===== config.mk =====
export PLATFORM = sky130hd
export DESIGN_NAME = sio_rx_wake
export DESIGN_NICKNAME = d
export VERILOG_FILES = /design/src/rtl/sio_rx_pkg.sv /design/src/rtl/sio_rx_sampler.sv /design/src/rtl/sio_rx_frame.sv /design/src/rtl/sio_rx_idle.sv /design/src/rtl/sio_rx_status.sv /design/src/rtl/sio_rx_wake.sv
export SDC_FILE = /design/constraint.sdc
export NUM_CORES = 1
export LEC_CHECK = 0
export ABC_CLOCK_PERIOD_IN_PS = 1500
export CAP_MARGIN = 5
export CORE_ASPECT_RATIO = 0.9
export CORE_MARGIN = 2
export CORE_UTILIZATION = 50
export DETAILED_ROUTE_END_ITERATION = 10
export GPL_TIMING_DRIVEN = 0
export PLACE_DENSITY_LB_ADDON = 0.25
export SETUP_SLACK_MARGIN = 0.4
export SYNTH_ARGS = -nofsm -noshare
export SYNTH_HDL_FRONTEND = slang
export SYNTH_SLANG_ARGS = --single-unit

===== constraint.sdc =====
create_clock -name clk -period 1.5 [get_ports clk]
set_input_delay 0.45 -clock clk [delete_from_list [all_inputs] [get_ports clk]]
set_output_delay 0.45 -clock clk [all_outputs]
set_load 0.03 [all_outputs]

===== src/rtl/sio_rx_pkg.sv =====
package sio_rx_pkg;

    typedef enum logic [2:0] {
        RX_IDLE,
        RX_START,
        RX_DATA,
        RX_STOP,
        RX_RECOVER
    } rx_state_e;

endpackage


===== src/rtl/sio_rx_sampler.sv =====
module sio_rx_sampler #(
    parameter int VOTES = 3
) (
    input  logic clk,
    input  logic rst_n,
    input  logic tick,
    input  logic rx_pin,
    output logic line_s,
    output logic vote
);
    localparam int HALF = VOTES / 2;

    logic             meta_q;
    logic             sync_q;
    logic [VOTES-1:0] hist_q;

    always_ff @(posedge clk) begin
        if (!rst_n) begin
            meta_q <= 1'b1;
            sync_q <= 1'b1;
            hist_q <= '1;
        end else begin
            meta_q <= rx_pin;
            sync_q <= meta_q;
            if (tick) begin
                hist_q <= {hist_q[VOTES-2:0], sync_q};
            end
        end
    end

    assign line_s = sync_q;
    assign vote   = ($countones(hist_q) > HALF);

endmodule


===== src/rtl/sio_rx_frame.sv =====
module sio_rx_frame
    import sio_rx_pkg::*;
#(
    parameter int OVS = 16,
    parameter int DW  = 8
) (
    input  logic          clk,
    input  logic          rst_n,
    input  logic          tick,
    input  logic          enable,
    input  logic          len9,
    input  logic          line_s,
    input  logic          vote,
    output logic          done,
    output logic [DW-1:0] chr_data,
    output logic          chr_b9,
    output logic          chr_stop_ok,
    output logic          chr_nine
);
    localparam int CW = $clog2(OVS);
    localparam int BW = $clog2(DW + 1);
    localparam logic [CW-1:0] MID  = CW'(OVS / 2 - 1);
    localparam logic [CW-1:0] LAST = CW'(OVS - 1);

    rx_state_e     state_q, state_d;
    logic [CW-1:0] cnt_q;
    logic [BW-1:0] idx_q;
    logic [DW:0]   sh_q;
    logic          mode9_q;
    logic [BW-1:0] last_idx;

    assign last_idx = mode9_q ? BW'(DW) : BW'(DW - 1);

    // state register
    always_ff @(posedge clk) begin
        if (!rst_n) state_q <= RX_IDLE;
        else        state_q <= state_d;
    end

    // next state
    always_comb begin
        state_d = state_q;
        unique case (state_q)
            RX_IDLE:    if (tick && !line_s) state_d = RX_START;
            RX_START:   if (tick && cnt_q == MID) state_d = vote ? RX_IDLE : RX_DATA;
            RX_DATA:    if (tick && cnt_q == LAST && idx_q == last_idx) state_d = RX_STOP;
            RX_STOP:    if (tick && cnt_q == LAST) state_d = vote ? RX_IDLE : RX_RECOVER;
            RX_RECOVER: if (tick && line_s) state_d = RX_IDLE;
            default:    state_d = RX_IDLE;
        endcase
        if (!enable) state_d = RX_IDLE;
    end

    // datapath and outputs
    always_ff @(posedge clk) begin
        if (!rst_n) begin
            cnt_q       <= '0;
            idx_q       <= '0;
            sh_q        <= '0;
            mode9_q     <= 1'b0;
            done        <= 1'b0;
            chr_data    <= '0;
            chr_b9      <= 1'b0;
            chr_stop_ok <= 1'b0;
            chr_nine    <= 1'b0;
        end else begin
            done <= 1'b0;
            unique case (state_q)
                RX_IDLE: begin
                    cnt_q <= '0;
                    idx_q <= '0;
                    if (tick && !line_s) mode9_q <= len9;
                end
                RX_START: begin
                    if (tick) cnt_q <= (cnt_q == MID) ? '0 : cnt_q + 1'b1;
                end
                RX_DATA: begin
                    if (tick) begin
                        if (cnt_q == LAST) begin
                            cnt_q <= '0;
                            sh_q  <= {vote, sh_q[DW:1]};
                            idx_q <= idx_q + 1'b1;
                        end else begin
                            cnt_q <= cnt_q + 1'b1;
                        end
                    end
                end
                RX_STOP: begin
                    if (tick) begin
                        if (cnt_q == LAST) begin
                            cnt_q       <= '0;
                            done        <= enable;
                            chr_data    <= mode9_q ? sh_q[DW-1:0] : sh_q[DW:1];
                            chr_b9      <= mode9_q & sh_q[DW];
                            chr_stop_ok <= vote;
                            chr_nine    <= mode9_q;
                        end else begin
                            cnt_q <= cnt_q + 1'b1;
                        end
                    end
                end
                RX_RECOVER: cnt_q <= '0;
                default:    cnt_q <= '0;
            endcase
        end
    end

endmodule


===== src/rtl/sio_rx_idle.sv =====
module sio_rx_idle #(
    parameter int OVS = 16,
    parameter int DW  = 8
) (
    input  logic clk,
    input  logic rst_n,
    input  logic tick,
    input  logic enable,
    input  logic len9,
    input  logic line_s,
    output logic idle_hit
);
    localparam int T8 = (DW + 2) * OVS;
    localparam int T9 = (DW + 3) * OVS;
    localparam int IW = $clog2(T9 + 1);

    logic [IW-1:0] run_q;
    logic [IW-1:0] thr;

    assign thr = len9 ? IW'(T9) : IW'(T8);

    always_ff @(posedge clk) begin
        if (!rst_n) begin
            run_q    <= '0;
            idle_hit <= 1'b0;
        end else begin
            idle_hit <= enable && line_s && tick && (run_q == thr - 1'b1);
            if (!enable || !line_s) begin
                run_q <= '0;
            end else if (tick && run_q < thr) begin
                run_q <= run_q + 1'b1;
            end
        end
    end

endmodule


===== src/rtl/sio_rx_status.sv =====
module sio_rx_status #(
    parameter int DW = 8
) (
    input  logic          clk,
    input  logic          rst_n,
    input  logic          rx_en,
    input  logic          done,
    input  logic [DW-1:0] chr_data,
    input  logic          chr_b9,
    input  logic          chr_stop_ok,
    input  logic          chr_nine,
    input  logic          idle_hit,
    input  logic          wake_sel,
    input  logic          standby_set,
    input  logic          rd_strobe,
    input  logic          rx_irq_en,
    input  logic          idle_irq_en,
    output logic [DW-1:0] rx_data,
    output logic          rx_bit9,
    output logic          data_full,
    output logic          overrun,
    output logic          frame_err,
    output logic          idle_flag,
    output logic          standby,
    output logic          irq
);
    logic msb;
    logic wake_addr;
    logic wake_idle;
    logic accept;
    logic busy;

    assign msb       = chr_nine ? chr_b9 : chr_data[DW-1];
    assign wake_addr = done && standby && wake_sel && msb;
    assign wake_idle = idle_hit && standby && !wake_sel;
    assign accept    = rx_en && done && (!standby || wake_addr);
    assign busy      = data_full && !rd_strobe;

    always_ff @(posedge clk) begin
        if (!rst_n) begin
            rx_data   <= '0;
            rx_bit9   <= 1'b0;
            data_full <= 1'b0;
            overrun   <= 1'b0;
            frame_err <= 1'b0;
            idle_flag <= 1'b0;
            standby   <= 1'b0;
        end else begin
            if (rd_strobe) begin
                data_full <= 1'b0;
                overrun   <= 1'b0;
                frame_err <= 1'b0;
                idle_flag <= 1'b0;
            end
            if (accept) begin
                if (busy) begin
                    overrun <= 1'b1;
                end else begin
                    rx_data   <= chr_data;
                    rx_bit9   <= chr_b9;
                    data_full <= 1'b1;
                    frame_err <= !chr_stop_ok;
                end
            end
            if (rx_en && idle_hit && !standby) idle_flag <= 1'b1;
            if (standby_set) begin
                standby <= 1'b1;
            end else if (rx_en && (wake_addr || wake_idle)) begin
                standby <= 1'b0;
            end
        end
    end

    assign irq = rx_en && ((rx_irq_en && (data_full || overrun)) ||
                           (idle_irq_en && idle_flag));

endmodule


===== src/rtl/sio_rx_wake.sv =====
module sio_rx_wake #(
    parameter int OVS = 16,
    parameter int DW  = 8
) (
    input  logic          clk,
    input  logic          rst_n,
    input  logic          os_tick,
    input  logic          rx_pin,
    input  logic          rx_en,
    input  logic          len9,
    input  logic          wake_sel,
    input  logic          standby_set,
    input  logic          rd_strobe,
    input  logic          rx_irq_en,
    input  logic          idle_irq_en,
    output logic [DW-1:0] rx_data,
    output logic          rx_bit9,
    output logic          data_full,
    output logic          overrun,
    output logic          frame_err,
    output logic          idle_flag,
    output logic          standby,
    output logic          irq
);
    logic          line_s;
    logic          vote;
    logic          done;
    logic [DW-1:0] chr_data;
    logic          chr_b9;
    logic          chr_stop_ok;
    logic          chr_nine;
    logic          idle_hit;

    sio_rx_sampler #(.VOTES(3)) samp_i (
        .clk    (clk),
        .rst_n  (rst_n),
        .tick   (os_tick),
        .rx_pin (rx_pin),
        .line_s (line_s),
        .vote   (vote)
    );

    sio_rx_frame #(.OVS(OVS), .DW(DW)) frame_i (
        .clk         (clk),
        .rst_n       (rst_n),
        .tick        (os_tick),
        .enable      (rx_en),
        .len9        (len9),
        .line_s      (line_s),
        .vote        (vote),
        .done        (done),
        .chr_data    (chr_data),
        .chr_b9      (chr_b9),
        .chr_stop_ok (chr_stop_ok),
        .chr_nine    (chr_nine)
    );

    sio_rx_idle #(.OVS(OVS), .DW(DW)) idle_i (
        .clk      (clk),
        .rst_n    (rst_n),
        .tick     (os_tick),
        .enable   (rx_en),
        .len9     (len9),
        .line_s   (line_s),
        .idle_hit (idle_hit)
    );

    sio_rx_status #(.DW(DW)) stat_i (
        .clk         (clk),
        .rst_n       (rst_n),
        .rx_en       (rx_en),
        .done        (done),
        .chr_data    (chr_data),
        .chr_b9      (chr_b9),
        .chr_stop_ok (chr_stop_ok),
        .chr_nine    (chr_nine),
        .idle_hit    (idle_hit),
        .wake_sel    (wake_sel),
        .standby_set (standby_set),
        .rd_strobe   (rd_strobe),
        .rx_irq_en   (rx_irq_en),
        .idle_irq_en (idle_irq_en),
        .rx_data     (rx_data),
        .rx_bit9     (rx_bit9),
        .data_full   (data_full),
        .overrun     (overrun),
        .frame_err   (frame_err),
        .idle_flag   (idle_flag),
        .standby     (standby),
        .irq         (irq)
    );

endmodule


==> impl_metrics.ini, run 1 <==
[sta]
finalCriticalPeriod_ns = 1.66
max_freq_ghz = 0.604
drv_slew = 0
setup_viol = 20
min_period_over_period = 1.10
rsz0062_at_grt = yes
fin_setup_tns_ns = -1.63
hold_viol = 0
relSlewSlack = 0.736
finalClockSkew_ns = 0.0113
max_slew.worst_pin.slew_ns = 0.396
finalWorstSetupSlack_ns = -0.155

[clock_network]
clockRootBuffer = clkbuf_8
cts_hold_buf = 0
htreeDepth = 3
numClockSinks = 61
clk_latency_ns = 0.35
numCtsBuffers = 9
clk_path_buf_depth = 2
cts.clk_slew.worst_paths_ns = 0.07
tritoncts = yes

[power_and_ir_drop]
p_sw_frac = 0.246
p_clk_frac = 0.446
p_comb_frac = 0.056
power_density_nw_per_um2 = 805
p_int_uw = 2480
ir_drop_v = 0.000541
seq_power_share = 0.497
p_sw_uw = 808
leakagePower_uw = 0.00162

[cells_and_area]
final_nets = 388
syn2layout_area_growth_pct = 52.8
drive_gt1_frac = 0.464
layout_commonest_cell = nand2_1
antenna_cells = 0
fin_cells = 444
layout_common_cells = nand2_1 (42), dfxtp_1 (35), buf_6 (29)

[critical_path]
reg2reg_from = frame_i.cnt_q[1]
r2r_end = frame_i.chr_nine
cp.depth = 8
worst_r2r_path_depth = 8
crit_chain = ha_4 > buf_4 > and4_4 > and3_4 > buf_8 > buf_6 > mux2i_1 > nor2b_1
crit_path_end = frame_i.chr_nine
cp_max_fo = 6
crit_path_end_kind = register
arrival_ns = 1.89
critPathLaunch = frame_i.cnt_q[1]
slowest_stage = dfxtp_2
crit_required_ns = 1.74
path_class = reg2reg
crit_family = simple AND/OR/NAND/NOR gates
worst-path-buf-inv = 3
critPathLaunchType = register
max_stage_delay_ns = 0.36
r2r_slack_ns = -0.16

[synthesis]
ys_ff_latch = 61
synth_compound_area_frac = 0.148
synth_nets = 316
synthTopCellsByArea = dfxtp_1 (46%), nand2_1 (7.3%), mux2i_1 (6.4%)
synth-simple-area-share = 0.226
netlist_instances = 300
synth_enable_flop_cells = 0
yosysUniqueCellTypes = 43
ys.flop_type = dfxtp_1
ys.warnings.count = 0
synth_top_area_frac = 0.457
syn-cell-area_um2 = 2670
syn-mean-instance-area_um2 = 8.90
synth_fa_ha_area_frac = 0.0234
synth_top_family_by_area = simple AND/OR/NAND/NOR gates
muxShareOfSynthArea = 0.0637
yosysTopAreaCell = dfxtp_1
synth-xor-area-share = 0.0426
async_flop_share = 0
seq_area_frac_synth = 0.457

[die]
initial_core_util = 0.514
die_w_um = 81.0
coreArea_um2 = 5190
dieArea_um2 = 5940
die_h_um = 73.3
rows = 25
ioPinCount = 26

[routing]
avgViaCountPerCell = 5.63
totalWireLength_mm = 7.23
drt_iter0_markers = 153
dr.pass1.iters = 4
vias = 2499
postRouteAntennaNets = 0
drc = 0
avgRoutedWirePerCell_um = 16.3

[global_route]
grt_usage = 0.269
grt_overflow_total = 0
antenna_found_initial = 0
grt_max_degree = 13
grt_pass1_wl_mm = 11.9
first_global_vias = 2449

[placed_design]
dpl.hpwl_mm = 3.98
placed_cells = 390
gp_congestion = 0.834
portBuffers = 23

[worst_hold_path]
min_from = os_tick
hp-class = in2reg

[status]
violations = negative setup slack
status = finished with violations

[job]
cap_violations = 0
[registers in the layout, summed over array words and instances, names as in the netlist, 3 cells and up]
name and cells:
frame_i.state_q 3, idle_i.run_q 8, stat_i.rx_data 8, frame_i.cnt_q 4, frame_i.idx_q 4, frame_i.chr_data 8, frame_i.sh_q 9, samp_i.hist_q 3
[how the worst min path moves through the flow]
stage,to,slack [ns],cells after the start
6_report,idle_i.idle_hit,0.42,3
5_1_grt,idle_i.idle_hit,0.41,3
4_1_cts,idle_i.idle_hit,0.41,3
3_5_place_dp,samp_i.line_s,0.40,1
3_3_place_gp,samp_i.line_s,0.40,1
2_1_floorplan,samp_i.line_s,0.39,1
[through the flow]
stage | hold WS (ns) | util | cell area (um2) | power (uW) | setup slack [ns]
detailed placement | 0.399 | 0.605 | 3140 | 1820 | -0.790
CTS | 0.405 | 0.753 | 3910 | 3280 | -0.125
floorplan | 0.386 | - | 2830 | 1760 | -0.105
global placement | 0.397 | 0.605 | 3140 | 1820 | -0.748
finish | 0.415 | 0.786 | 4080 | 3280 | -0.155
global route | 0.412 | 0.786 | 4080 | 3390 | -0.204
[cell usage after synthesis (2+ instances only)]
library cell,number
a21boi_0,11
a21oi_1,5
a41oi_1,2
and2_1,6
and3_1,6
buf_1,3
buf_2,5
clkbuf_1,10
dfxtp_1,61
ha_1,5
inv_1,3
inv_2,2
mux2i_1,17
nand2_1,52
nand2b_1,4
nand3_1,17
nand4_1,6
nor2_1,17
nor2b_1,5
nor3_1,2
nor3b_1,2
o211a_1,10
o21a_1,2
o21ai_0,14
o21ai_1,3
or3_1,2
xnor2_1,3
xor2_1,10
[cell type report]
class                   count  area (um2)
multi-input cells         215        1690
flip-flops and latches     61        1260
fillers                   293        1110
repair buffers             61         617
plain buffers              19         210
clock buffers               9         124
well taps                  67        83.8
clock inverters             7        76.3
inverters                   5        18.8
[routing by layer]
metal / up-vias / track usage / part of all wire
li1: 1194 / - / -
met1: 1223 / 0.332 / 0.45
met2: 70 / 0.447 / 0.49
met3: 12 / 0.0762 / 0.047
met4: 0 / 0.0998 / 0.015
met5: - / 0 / 0
[logic make-up after synthesis]
logic type,count (synthesis)
AOI/OAI and AO/OA,55
buffers and inverters,24
muxes,17
and+or+nand+nor,125
adders and majority gates,5
DFF,61
xor gates and xnor gates,13
[worst reg2reg max path, delay by kind of cell (launching register included)]
kind	cells	cell delay [ns]
buffers and inverters	3	0.35
DFF	1	0.36
muxes	1	0.19
and+or+nand+nor	3	0.50
adders and majority gates	1	0.16
[power groups by stage]
stage / clock, uW / combinational (uW) / sequential (uW)
after floorplan: 0 / 86.7 / 1680
after global placement: 0 / 145 / 1670
after detailed placement: 0 / 146 / 1670
after CTS: 1480 / 165 / 1630
after global routing: 1560 / 198 / 1630
final: 1470 / 185 / 1630
[repair_timing]
action / in CTS / in global routing
resized for setup: 215 / 37
buffers inserted: 26 / 7
pin swaps: 36 / 19
cloned: 5 / 0
endpoints found under the setup margin: 75 / 70
No activity file was read; power rests on OpenSTA's default activity.
==> run 2, diff against run 1 <==
Settings changed: ABC_CLOCK_PERIOD_IN_PS 1500 to 1550, CTS_CLUSTER_DIAMETER set to 80.
Clock period 1.5 ns to 1.55 ns, I/O delays scaled along.
==> run 2 against run 1 <==
The flow still finishes with violations (negative setup slack). Flip-flop and latch count unchanged. Clock skew rose by 0.0013 ns. Combinational power up 4%. First-iteration DRC count is 24% higher. Die area did not move. Fmax shrank 3.3%. Worst hold slack improved by 0.039 ns. Register-to-register slack hardly changed. Setup slack worse by 0.0057 ns. Sequential share of layout area about the same. Wire length up 20%. Cell count is 0.68% lower.
==> impl_metrics.ini, run 2 (synthesis gave the netlist of run 1 again) <==
[status]
status = finished with violations
violations = negative setup slack

[sta]
finalCriticalPeriod_ns = 1.71
setup_viol = 16
finalWorstSetupSlack_ns = -0.161
finalClockSkew_ns = 0.0126
holdWs_ns = 0.455
relSlewSlack = 0.714
max_slew.worst_pin.slew_ns = 0.429
rsz0062_at_grt = yes
hold_viol = 0
max_freq_ghz = 0.584
drv_slew = 0
min_period_over_period = 1.10

[cells_and_area]
antenna_cells = 0
layout_common_cells = dfxtp_1 (39), nand2_1 (33), buf_6 (29)
max_flop_register = frame_i.sh_q
drive_gt1_frac = 0.476
layout_commonest_cell = dfxtp_1
largest_reg_flops = 9
final_nets = 385
design_area_um2 = 4060
syn2layout_area_growth_pct = 52.0

[routing]
avgViaCountPerCell = 5.90
dr.pass1.iters = 4
drt_iter0_markers = 190
avgRoutedWirePerCell_um = 19.7
totalWireLength_mm = 8.70
postRouteAntennaNets = 0
vias = 2601
drc = 0

[placed_design]
postPlaceCellArea_um2 = 3120
portBuffers = 23
gp_congestion = 0.815
dpl.hpwl_mm = 3.90

[worst_hold_path]
hp-class = in2reg
min_to = idle_i.idle_hit
min_from = os_tick
worstHoldPathCells = 3

[global_route]
antenna_found_initial = 0
grt_pass1_wl_mm = 11.6
grt_usage = 0.262
grt_overflow_total = 0
first_global_vias = 2378
grt_max_degree = 13

[die]
initial_core_util = 0.514
ioPinCount = 26
die_w_um = 81.0
coreArea_um2 = 5190
rows = 25
dieArea_um2 = 5940
die_h_um = 73.3

[clock_network]
numClockSinks = 61
numCtsBuffers = 9
clk_latency_ns = 0.35
clockRootBuffer = clkbuf_8
clk_path_buf_depth = 2
cts.clk_slew.worst_paths_ns = 0.08
htreeDepth = 3
tritoncts = yes

[power_and_ir_drop]
leakagePower_uw = 0.00163
ir_drop_v = 0.000635
power_density_nw_per_um2 = 833

[critical_path]
r2r_end = frame_i.state_q[1]
r2r_slack_ns = -0.16
arrival_ns = 1.99
crit_path_end_kind = register
worst_r2r_path_depth = 5
critPathLaunchType = register
path_class = reg2reg
reg2reg_from = frame_i.state_q[1]
cp_max_fo = 10
crit_required_ns = 1.83

[job]
cap_violations = 0
run 2: area by class of cell:
class                      count  area [um2]
multi-input combinational    215        1720
buffer                        19         198
sequential                    61        1260
tap                           67        83.8
inverter                       5        18.8
timing repair buffer          58         557
fill                         278        1130
clock inverter                 7        98.8
clock buffer                   9         124
run 2: worst max-delay path by stage:
stage	startpoint	slack [ns]	cells after the start	end
after floorplan	frame_i.cnt_q[0]	-0.07	6	frame_i.state_q[0]
after global placement	rx_irq_en	-0.74	4	irq
after detailed placement	rx_irq_en	-0.78	4	irq
after CTS	frame_i.cnt_q[0]	-0.08	6	frame_i.state_q[0]
after global routing	frame_i.state_q[1]	-0.21	5	frame_i.state_q[0]
final	frame_i.state_q[1]	-0.16	5	frame_i.state_q[1]
run 2: report_power, final:
part           leakage, uW  switching [uW]  internal (uW)
registers         0.000504            11.6           1570
clock network     0.000110             698            912
logic              0.00102             104           87.9
run 2: timing repair:
item | CTS | global route
gates resized for setup | 208 | 49
pin swaps | 34 | 22
hold buffers | 0 | 0
cloned | 5 | 0
hold endpoints to repair | 0 | 0
buffers inserted | 23 | 7
setup endpoints to repair | 73 | 73
run 2: stage by stage:
step / total power [uW] / TNS [ns] / cells / util / worst slack (ns)
after floorplan: 1700 / -0.103 / 300 / - / -0.0706
after global placement: 1760 / -15.26 / 390 / 0.600 / -0.744
after detailed placement: 1760 / -15.53 / 390 / 0.600 / -0.781
after CTS: 3340 / -0.222 / 434 / 0.739 / -0.0819
after global routing: 3460 / -1.71 / 441 / 0.782 / -0.211
final: 3380 / -0.941 / 441 / 0.782 / -0.161
run 2: critical path, stage by stage, from the launching register on:
cell and delay, ns:
dfxtp_1 0.39, buf_2 0.28, nor3_1 0.13, a221o_1 0.35, or3_1 0.36, a21oi_2 0.14
run 2: per-layer routing:
layer | routed length (um) | vias up | GRT usage
li1 | - | 1191 | -
met1 | 3620 | 1279 | 0.315
met2 | 4410 | 106 | 0.438
met3 | 383 | 25 | 0.0651
met4 | 287 | 0 | 0.130
met5 | 0 | - | 0
==> run 3, diff against run 2 <==
Settings changed: ABC_AREA set to 1, CORE_UTILIZATION 50 to 56.
==> run 3 against run 2 <==
The run still ends with negative setup slack left. Sequential share of layout area fell by 1.8 points. Core utilization rose by 13 points. Clock power fell by 17%. Setup slack improved by 0.16 ns. Die area fell by 8.2%. Flip-flop and latch count did not move. Wire length rose by 27%. Sequential power barely moved. Cell area rose by 6.9%. Synthesized cell count rose by 24%. Clock-buffer cell count rose by 5. Non-clock buffer count fell by 7. Highest routed layer unchanged.
==> impl_metrics.ini, run 3 <==
[critical_path]
crit_required_ns = 1.08
crit_path_end_kind = output pin
slowest_stage = dlygate4sd2_1
arrival_ns = 1.09
critPathLaunch = rx_irq_en
cp_max_fo = 1
critPathLaunchType = primary input
r2r_slack_ns = 0.02
reg2reg_from = frame_i.cnt_q[1]
crit_chain = dlygate4sd2_1 > o21ai_4 > a21oi_4 > buf_6
worst_r2r_path_depth = 8
max_stage_delay_ns = 0.25
path_class = in2out

[sta]
rsz0062_at_grt = yes
finalClockSkew_ns = 0.00990
hold_viol = 0
fin_setup_tns_ns = -0.00127
min_period_over_period = 1.00
finalWorstSetupSlack_ns = -0.00127
max_slew.worst_pin.slew_ns = 0.437
drv_slew = 0
relSlewSlack = 0.709
setup_viol = 1
finalCriticalPeriod_ns = 1.55
max_freq_ghz = 0.645

[synthesis]
post-synth-top-count-cell = nand2_1
syn-mean-instance-area_um2 = 7.34
synth_enable_flop_cells = 0
netlist_instances = 372
synth_nets = 388
syn-cell-area_um2 = 2730
yosysUniqueCellTypes = 38
seq_area_frac_synth = 0.447
async_flop_share = 0
synth_top_cells_by_count = nand2_1 (79), dfxtp_1 (61), inv_1 (46), nor2_1 (40), a21oi_1 (35)
ys.flop_type = dfxtp_1
ys_ff_latch = 61
ys.warnings.count = 0
synthTopCellsByArea = dfxtp_1 (45%), nand2_1 (11%), a21oi_1 (6.4%)
synth_top_area_frac = 0.447
yosysTopAreaCell = dfxtp_1

[global_route]
first_global_vias = 2645
grt_pass1_wl_mm = 11.9
grt_usage = 0.281
antenna_found_initial = 0
grt_overflow_total = 0
grt_max_degree = 11

[routing]
dr.pass1.iters = 6
avgRoutedWirePerCell_um = 21.4
drc = 0
postRouteAntennaNets = 0
totalWireLength_mm = 11.0
avgViaCountPerCell = 6.28
vias = 3232
drt_iter0_markers = 434

[clock_network]
numClockSinks = 61
numCtsBuffers = 9
cts.clk_slew.worst_paths_ns = 0.07
cts_hold_buf = 0
tritoncts = yes
htreeDepth = 3
clk_latency_ns = 0.36
clk_path_buf_depth = 2
clockRootBuffer = clkbuf_8

[die]
die_w_um = 77.6
rows = 24
coreArea_um2 = 4770
initial_core_util = 0.572
ioPinCount = 26
dieArea_um2 = 5450
die_h_um = 70.3

[placed_design]
gp_congestion = 0.849
placed_cells = 460
portBuffers = 23
dpl.hpwl_mm = 4.06

[cells_and_area]
largest_reg_flops = 9
layout_commonest_cell = nand2_1
fin_cells = 515
antenna_cells = 0
drive_gt1_frac = 0.511
final_nets = 462
max_flop_register = frame_i.sh_q
syn2layout_area_growth_pct = 58.9
layout_common_cells = nand2_1 (53), inv_1 (38), dfxtp_1 (37)

[worst_hold_path]
worstHoldPathCells = 3
min_from = os_tick
hp-class = in2reg

[status]
status = finished with violations
violations = negative setup slack

[power_and_ir_drop]
power_density_nw_per_um2 = 748
ir_drop_v = 0.000753
leakagePower_uw = 0.00172

[job]
cap_violations = 0
run 3: worst max-delay path, delay by kind of cell:
| kind | cells | cell delay [ns] |
|---|---|---|
| compound gates | 2 | 0.22 |
| buf+inv | 2 | 0.39 |
run 3: cell families (layout without fill, tap and decap cells):
family / after synthesis / after routing / share of synthesized area
flops: 61 / 61 / 0.447
fa+ha+maj: 5 / 5 / 0.0229
buf+inv: 60 / 137 / 0.0944
simple gates: 164 / 164 / 0.268
xor+xnor: 3 / 3 / 0.00962
compound gates: 79 / 80 / 0.158
run 3: worst paths after layout:
path | endpoint
worst max-delay path | irq
worst min-delay path | samp_i.hist_q[1]
worst max register to register | frame_i.sh_q[5]
worst min register to register | samp_i.line_s
run 3: area by class of cell:
cell class	count	area (um2)
Multi-Input combinational cell	252	1810
Sequential cell	61	1270
Timing Repair Buffer	61	671
Fill cell	181	434
Inverter	51	228
Clock buffer	14	173
Buffer	9	88.8
Tap cell	65	81.3
Timing Repair inverter	1	11.3
Clock inverter	1	5.00
run 3: layer usage:
layer	global-route usage	vias up	routed length (um)
met3	0.0736	95	1000
met5	0	-	0
met1	0.330	1516	3820
met4	0.113	0	823
li1	-	1370	-
met2	0.488	251	5360
run 3: metrics by stage:
| stage | area (um2) | power [uW] | setup slack (ns) | hold slack (ns) | utilization |
|---|---|---|---|---|---|
| floorplan | 2850 | 1760 | 0.292 | 0.393 | - |
| global placement | 3170 | 1820 | -0.777 | 0.404 | 0.663 |
| detailed placement | 3170 | 1830 | -0.784 | 0.412 | 0.663 |
| CTS | 3830 | 3140 | 0.0178 | 0.392 | 0.802 |
| global route | 4340 | 3310 | -0.0337 | 0.397 | 0.909 |
| finish | 4340 | 3250 | -0.00127 | 0.384 | 0.909 |
run 3: power breakdown:
group	switching [uW]	internal (uW)	total [uW]
clock network	642	702	1340
logic	196	115	311
registers	16.5	1580	1590
run 3: what timing repair did:
action,CTS,global route
gates resized for setup,208,107
buffers inserted,21,14
gates cloned,5,0
pin swaps,23,29
setup endpoints to repair,66,68
